<file path="src/rtl/rdiv_pkg.sv">
package rdiv_pkg;

  localparam int unsigned RDIV_DEF_W = 16;

  // number of bit decisions resolved ahead of the first register bank
  function automatic int unsigned rdiv_front_steps(input int unsigned w);
    return w / 2;
  endfunction

endpackage

</file>
<file path="src/rtl/rdiv_step.sv">
// One restoring bit decision: shift, trial subtract, keep or restore.
module rdiv_step #(
  parameter int unsigned W = 16
) (
  input  logic         chk_i,
  input  logic [W-1:0] rem_i,
  input  logic [W-1:0] q_i,
  input  logic [W-1:0] d_i,
  output logic [W-1:0] rem_o,
  output logic [W-1:0] q_o
);

  logic [W:0]   shifted;
  logic [W+1:0] trial;
  logic         restore;

  always_comb begin
    shifted = {rem_i, q_i[W-1]};
    trial   = {1'b0, shifted} - {2'b00, d_i};
    restore = trial[W+1];
    rem_o   = restore ? shifted[W-1:0] : trial[W-1:0];
    q_o     = {q_i[W-2:0], ~restore};
  end

  always_comb begin
    if (chk_i && !restore) begin
      AST_DIFF_FITS: assert (trial[W] == 1'b0);
    end
    if (chk_i && (d_i != '0) && (rem_i < d_i)) begin
      AST_REM_BOUND: assert (rem_o < d_i);
    end
  end

endmodule

</file>
<file path="src/rtl/rdiv_chain.sv">
// A run of STEPS restoring decisions laid out back to back.
module rdiv_chain #(
  parameter int unsigned W     = 16,
  parameter int unsigned STEPS = 8
) (
  input  logic         chk_i,
  input  logic [W-1:0] rem_i,
  input  logic [W-1:0] q_i,
  input  logic [W-1:0] d_i,
  output logic [W-1:0] rem_o,
  output logic [W-1:0] q_o
);

  logic [W-1:0] rem_w [STEPS+1];
  logic [W-1:0] q_w   [STEPS+1];

  assign rem_w[0] = rem_i;
  assign q_w[0]   = q_i;

  for (genvar s = 0; s < STEPS; s++) begin : g_step
    rdiv_step #(.W(W)) step_i (
      .chk_i (chk_i),
      .rem_i (rem_w[s]),
      .q_i   (q_w[s]),
      .d_i   (d_i),
      .rem_o (rem_w[s+1]),
      .q_o   (q_w[s+1])
    );
  end

  assign rem_o = rem_w[STEPS];
  assign q_o   = q_w[STEPS];

endmodule

</file>
<file path="src/rtl/rdiv_bank.sv">
// Pipeline register bank: valid is reset, data loads only with valid.
module rdiv_bank #(
  parameter int unsigned W = 16
) (
  input  logic         clk,
  input  logic         rst_n,
  input  logic         v_i,
  input  logic         dz_i,
  input  logic [W-1:0] rem_i,
  input  logic [W-1:0] q_i,
  input  logic [W-1:0] d_i,
  output logic         v_o,
  output logic         dz_o,
  output logic [W-1:0] rem_o,
  output logic [W-1:0] q_o,
  output logic [W-1:0] d_o
);

  logic         dz_nxt;
  logic [W-1:0] rem_nxt;
  logic [W-1:0] q_nxt;
  logic [W-1:0] d_nxt;

  always_comb begin
    dz_nxt  = dz_o;
    rem_nxt = rem_o;
    q_nxt   = q_o;
    d_nxt   = d_o;
    if (v_i) begin
      dz_nxt  = dz_i;
      rem_nxt = rem_i;
      q_nxt   = q_i;
      d_nxt   = d_i;
    end
  end

  always_ff @(posedge clk or negedge rst_n) begin
    if (!rst_n) v_o <= 1'b0;
    else        v_o <= v_i;
  end

  always_ff @(posedge clk) begin
    dz_o  <= dz_nxt;
    rem_o <= rem_nxt;
    q_o   <= q_nxt;
    d_o   <= d_nxt;
  end

endmodule

</file>
<file path="src/rtl/rdiv_pipe.sv">
module rdiv_pipe
  import rdiv_pkg::*;
#(
  parameter int unsigned W = RDIV_DEF_W
) (
  input  logic         clk,
  input  logic         rst_n,
  input  logic         in_valid,
  input  logic [W-1:0] in_dividend,
  input  logic [W-1:0] in_divisor,
  output logic         out_valid,
  output logic [W-1:0] out_quotient,
  output logic [W-1:0] out_remainder,
  output logic         out_div_by_zero
);

  localparam int unsigned STEPS_A = rdiv_front_steps(W);
  localparam int unsigned STEPS_B = W - STEPS_A;

  // stage A: first half of the decisions from a zero partial remainder
  logic [W-1:0] a_rem, a_q;
  logic         a_dz;

  assign a_dz = (in_divisor == '0);

  rdiv_chain #(.W(W), .STEPS(STEPS_A)) chain_a_i (
    .chk_i (in_valid),
    .rem_i ('0),
    .q_i   (in_dividend),
    .d_i   (in_divisor),
    .rem_o (a_rem),
    .q_o   (a_q)
  );

  logic         s1_v, s1_dz;
  logic [W-1:0] s1_rem, s1_q, s1_d;

  rdiv_bank #(.W(W)) bank_a_i (
    .clk   (clk),
    .rst_n (rst_n),
    .v_i   (in_valid),
    .dz_i  (a_dz),
    .rem_i (a_rem),
    .q_i   (a_q),
    .d_i   (in_divisor),
    .v_o   (s1_v),
    .dz_o  (s1_dz),
    .rem_o (s1_rem),
    .q_o   (s1_q),
    .d_o   (s1_d)
  );

  // stage B: remaining decisions
  logic [W-1:0] b_rem, b_q;

  rdiv_chain #(.W(W), .STEPS(STEPS_B)) chain_b_i (
    .chk_i (s1_v),
    .rem_i (s1_rem),
    .q_i   (s1_q),
    .d_i   (s1_d),
    .rem_o (b_rem),
    .q_o   (b_q)
  );

  logic [W-1:0] s2_d;

  rdiv_bank #(.W(W)) bank_b_i (
    .clk   (clk),
    .rst_n (rst_n),
    .v_i   (s1_v),
    .dz_i  (s1_dz),
    .rem_i (b_rem),
    .q_i   (b_q),
    .d_i   (s1_d),
    .v_o   (out_valid),
    .dz_o  (out_div_by_zero),
    .rem_o (out_remainder),
    .q_o   (out_quotient),
    .d_o   (s2_d)
  );

  // arms the timing checks one edge after reset release
  logic arm;
  always_ff @(posedge clk or negedge rst_n) begin
    if (!rst_n) arm <= 1'b0;
    else        arm <= 1'b1;
  end

  AST_ENTER_BANK_A: assert property (@(posedge clk) disable iff (!rst_n)
    (arm && in_valid) |=> s1_v);
  AST_ENTER_BANK_B: assert property (@(posedge clk) disable iff (!rst_n)
    (arm && s1_v) |=> out_valid);
  AST_BUBBLE_KEPT: assert property (@(posedge clk) disable iff (!rst_n)
    (arm && !s1_v) |=> !out_valid);
  AST_DZ_TRACKS: assert property (@(posedge clk) disable iff (!rst_n)
    (arm && in_valid) |=> (s1_dz == $past(in_divisor == '0)));
  AST_DZ_ONES: assert property (@(posedge clk) disable iff (!rst_n)
    (out_valid && out_div_by_zero) |-> (&out_quotient));
  AST_REM_BELOW: assert property (@(posedge clk) disable iff (!rst_n)
    (out_valid && !out_div_by_zero) |-> (out_remainder < s2_d));

endmodule

</file>
<file path="config.mk">
export PLATFORM = sky130hd
export DESIGN_NAME = rdiv_pipe
export DESIGN_NICKNAME = d
export VERILOG_FILES = /design/src/rtl/rdiv_pkg.sv /design/src/rtl/rdiv_step.sv /design/src/rtl/rdiv_chain.sv /design/src/rtl/rdiv_bank.sv /design/src/rtl/rdiv_pipe.sv
export SDC_FILE = /design/constraint.sdc
export NUM_CORES = 1
export LEC_CHECK = 0
export ABC_CLOCK_PERIOD_IN_PS = 24000
export BUFFER_PORTS_ARGS = -buffer_cell sky130_fd_sc_hd__buf_2
export CAP_MARGIN = 20
export CELL_PAD_IN_SITES_DETAIL_PLACEMENT = 0
export CELL_PAD_IN_SITES_GLOBAL_PLACEMENT = 2
export CORE_UTILIZATION = 39
export CTS_CLUSTER_SIZE = 14
export DETAILED_ROUTE_END_ITERATION = 8
export PLACE_DENSITY = 0.89
export SLEW_MARGIN = 10
export SYNTH_ARGS = -nofsm -noshare
export SYNTH_HDL_FRONTEND = slang
export SYNTH_SLANG_ARGS = --single-unit
</file>
<file path="constraint.sdc">
create_clock -name clk -period 24 [get_ports clk]
set_input_delay 4.8 -clock clk [delete_from_list [all_inputs] [get_ports clk]]
set_output_delay 4.8 -clock clk [all_outputs]
set_load 0.01 [all_outputs]
</file>
==> out/metrics.sh <==
STATUS='finished, violations left'
FAILING_CHECKS='design-rule violations'
TIMING.FMAX_MHz=44.1
PATH_MAX_FANOUT=10
NUMBER_OF_FLOPS_MAPPED_TO_ENABLE_CELLS_BY_YOSYS=82
COREAREA_SQ_UM=41000
TRITONCTS_CLOCK_TREE='done'
MULTI_INPUT_AREA_SQ_UM=13200
WORST_SETUP_HOLD_PATH_CLK_SLEW_PS=70
DIE-AREA_SQ_UM=42600
DRCVIOLATIONCOUNT=4
GRT_PASS1_WL_UM=77800
NETS=2451
DRTPASS1ITERATIONS=7
DATA_ARRIVAL_CRITICAL_PATH_PS=22830
DIE_W_UM=206
REQUIRED_TIME_OF_THE_CRITICAL_PATH_PS=24130
DRIVE_GT1_SHARE_PCT=14.8
WL_UM=50300
SYNTH_TOP_AREA_SHARE_PCT=18.6
CTS.PATH.MAX_BUFFERS=2
TIMING.MAX_CAP.VIOLATIONS=0
HOLD_BUFFERS=0
GRT.OVERFLOW.TOTAL=0
SYNTH-ASYNC-RESET-RATIO_PCT=2.38
SLOWEST_STAGE='a2111o_2'
YOSYSTOPAREACELL='ha_1'
PERIOD_NEEDED_PS=22700
GRT.TOTAL_USAGE_PCT=23.6
TIMING.CRITICAL_PATH.SLOWEST_CELL_DELAY_PS=480
PIN_COUNT_OF_THE_BIGGEST_NET_ENTERING_GLOBAL_ROUTING=51
CTS_ROOT_BUF='clkbuf_16'
CTS_NUM_SINKS=84
FINALCRITPERIODSHARE_PCT=94.6
LAYOUT.CELL_AREA.NON_FILLER_SQ_UM=18100
DRT_FIRST_ITER_VIOLATIONS=951
POST_DRT_VIA_CELL_RATIO=5.69
HOLD_PATH_CLASS='flip-flop to flip-flop'
SYNTH_SEQUENTIAL_AREA_RATIO_PCT=15.4
CTS_MADE_BUFFERS=9
DIE_HEIGHT_UM=206
FINAL_SETUP_VIOLS=0
DRTANTENNAVIOLNETS=0
TIMING.SETUP.CRITICAL_PATH_CLASS='input pin to flip-flop'
CRIT_PATH_START_KIND='input pin'
SYNTHTOLAYOUTAREAGROWTH_PCT=11.5
ANTENNA_FOUND_INITIAL=1
ROUTEDWLPERCELL_UM=18.6
STD_CELL_ROWS=74
FFS_LATCHES_SYNTH=84
INITIAL_UTILIZATION_PCT=39.7
PLACEMENT.IO_BUFFERS=68
SYNTHTOPCELLSBYAREA='ha_1 (19%), edfxtp_1 (15%), mux2_2 (5.6%), xnor2_1 (5.4%), a21oi_1 (4.6%)'
WORST_SKEW_PAIR.LATE_LATENCY_PS=390
SYN_AREA_SQ_UM=16300
CTS_MAX_LEVEL=3
FIRST_GLOBAL_VIAS=14500
NETLIST-CELL-TYPE-COUNT=93
SYNTHESIS.YOSYS.WARNINGS=0
RSZ0062_AT_GRT='false'
POSTSYNTHCELLCOUNT=2039
MAX_CLOCK_SKEW_PS=13.3
MAX_SLEW_MARGIN_PCT=35.6
DESIGN.PORTCOUNT=69
POSTSYNTHAREAPERCELL_SQ_UM=7.98
WORSTMARGINPINSLEW_PS=967
N_FILL_CELL=4132
FINALMAXSLEWVIOLATIONS=0
FINALHOLDVIOLCOUNT=0
HPWLAFTERDP_UM=41400
YOSYSMOSTFREQUENTCELL='ha_1'
ROUTED-VIA-COUNT=15300
GP_ROUTABILITY_CONGESTION=0.911
SEQUENTIAL_CELL_AREA_SQ_UM=2510
CRITICAL-PATH-TOP-CELL-BY-COUNT='ha_1'
SYNTH_TOP_FLOP_CELL='edfxtp_1'
KIND_OF_END_POINT_OF_THE_CRITICAL_PATH='flip-flop'
YOSYS-TOP-CELLS-COUNT='ha_1 (242), nand2_1 (185), nor2_1 (178)'
PLACEDINSTANCEAREA_SQ_UM=17600
ANTENNADIODECOUNT=0
-- worst max-delay path: cells and delay by family --
kind | cells | cell delay, ps
compound gates | 47 | 10450
fa+ha+maj | 9 | 2430
buf+inv | 9 | 1150
mux | 5 | 1530
simple gates | 14 | 2430
-- stage by stage --
step | worst slack (ps) | util (%) | hold slack, ps | instances | setup TNS [ps]
2_1_floorplan | 374 | - | 400 | 2045 | 0
5_1_grt | 60.1 | 44.2 | 428 | 2696 | 0
6_report | 1300 | 44.2 | 423 | 2696 | 0
4_1_cts | 16.3 | 43.6 | 426 | 2685 | 0
3_5_place_dp | -621 | 42.9 | 408 | 2669 | -9010
3_3_place_gp | -141 | 42.9 | 405 | 2669 | -1480
-- layer usage --
metal	vias to the layer above	wire (um)	global-route usage, %
met1	7142	23000	30.6
met5	-	0	0
li1	7789	-	-
met3	74	2060	2.19
met2	344	23500	40.1
met4	0	1760	9.32
-- registers in the layout, summed over array words and instances (netlist names) --
name and cells:
bank_a_i.d_o 16, bank_a_i.q_o 16, bank_a_i.rem_o 16, bank_b_i.q_o 16
bank_b_i.rem_o 16, bank_a_i.dz_o 1, bank_a_i.v_o 1, bank_b_i.dz_o 1
bank_b_i.v_o 1
-- kinds of logic (layout without fill, tap and decap cells) --
family                   after synthesis  after routing  synth area share, %
multiplexers                         113            113                 7.89
AND/OR/NAND/NOR                      610            610                 17.6
buffers and inverters                199            317                 4.89
flip-flops                            84             84                 15.4
other                                  1              7               0.0230
adder cells (fa/ha/maj)              257            257                 20.4
AO/OA/AOI/OAI                        628            629                 25.8
XOR/XNOR                             147            147                 7.91
-- layout by cell type (no fill, tap or decap), types with 68 or more instances in the layout --
cell	n
nand2_1	184
xnor2_1	100
mux2_2	81
buf_2	68
buf_4	70
nor2_1	177
a21oi_1	146
inv_1	152
o21ai_0	139
ha_1	242
edfxtp_1	82
-- path summary, 6_finish.rpt --
path | cells after the start | from | slack [ps] | endpoint
setup reg to reg | 98 | bank_a_i.d_o[12]$_DFFE_PP_ | 1640 | bank_b_i.rem_o[9]$_DFFE_PP_
max in group asynchronous | 1 | rst_n | 19690 | bank_a_i.v_o$_DFF_PN0_
setup / recovery | 84 | in_dividend[15] | 1300 | bank_a_i.rem_o[10]$_DFFE_PP_
hold reg to reg | 0 | bank_a_i.q_o[6]$_DFFE_PP_ | 420 | bank_b_i.q_o[14]$_DFFE_PP_
hold / removal | 0 | bank_a_i.q_o[6]$_DFFE_PP_ | 420 | bank_b_i.q_o[14]$_DFFE_PP_
min in group asynchronous | 1 | rst_n | 4190 | bank_b_i.v_o$_DFF_PN0_
-- final cells by class --
cell class / count / area share, %
multi-input combinational: 1763 / 72.6
inverter: 162 / 3.43
clock buffer: 9 / 1.24
timing repair buffer: 139 / 4.83
sequential: 84 / 13.9
clock inverter: 7 / 0.421
tap: 532 / 3.67
-- repair_timing --
item | in CTS | in global routing
setup buffers | 0 | 10
setup endpoints to repair | 16 | 34
gates cloned | 0 | 1
pin swaps | 0 | 5
gates resized for setup | 2 | 47
Power is left out: the tool's default activity adds up to more than one toggle a clock period on the data nets, which glitch-free logic cannot reach.
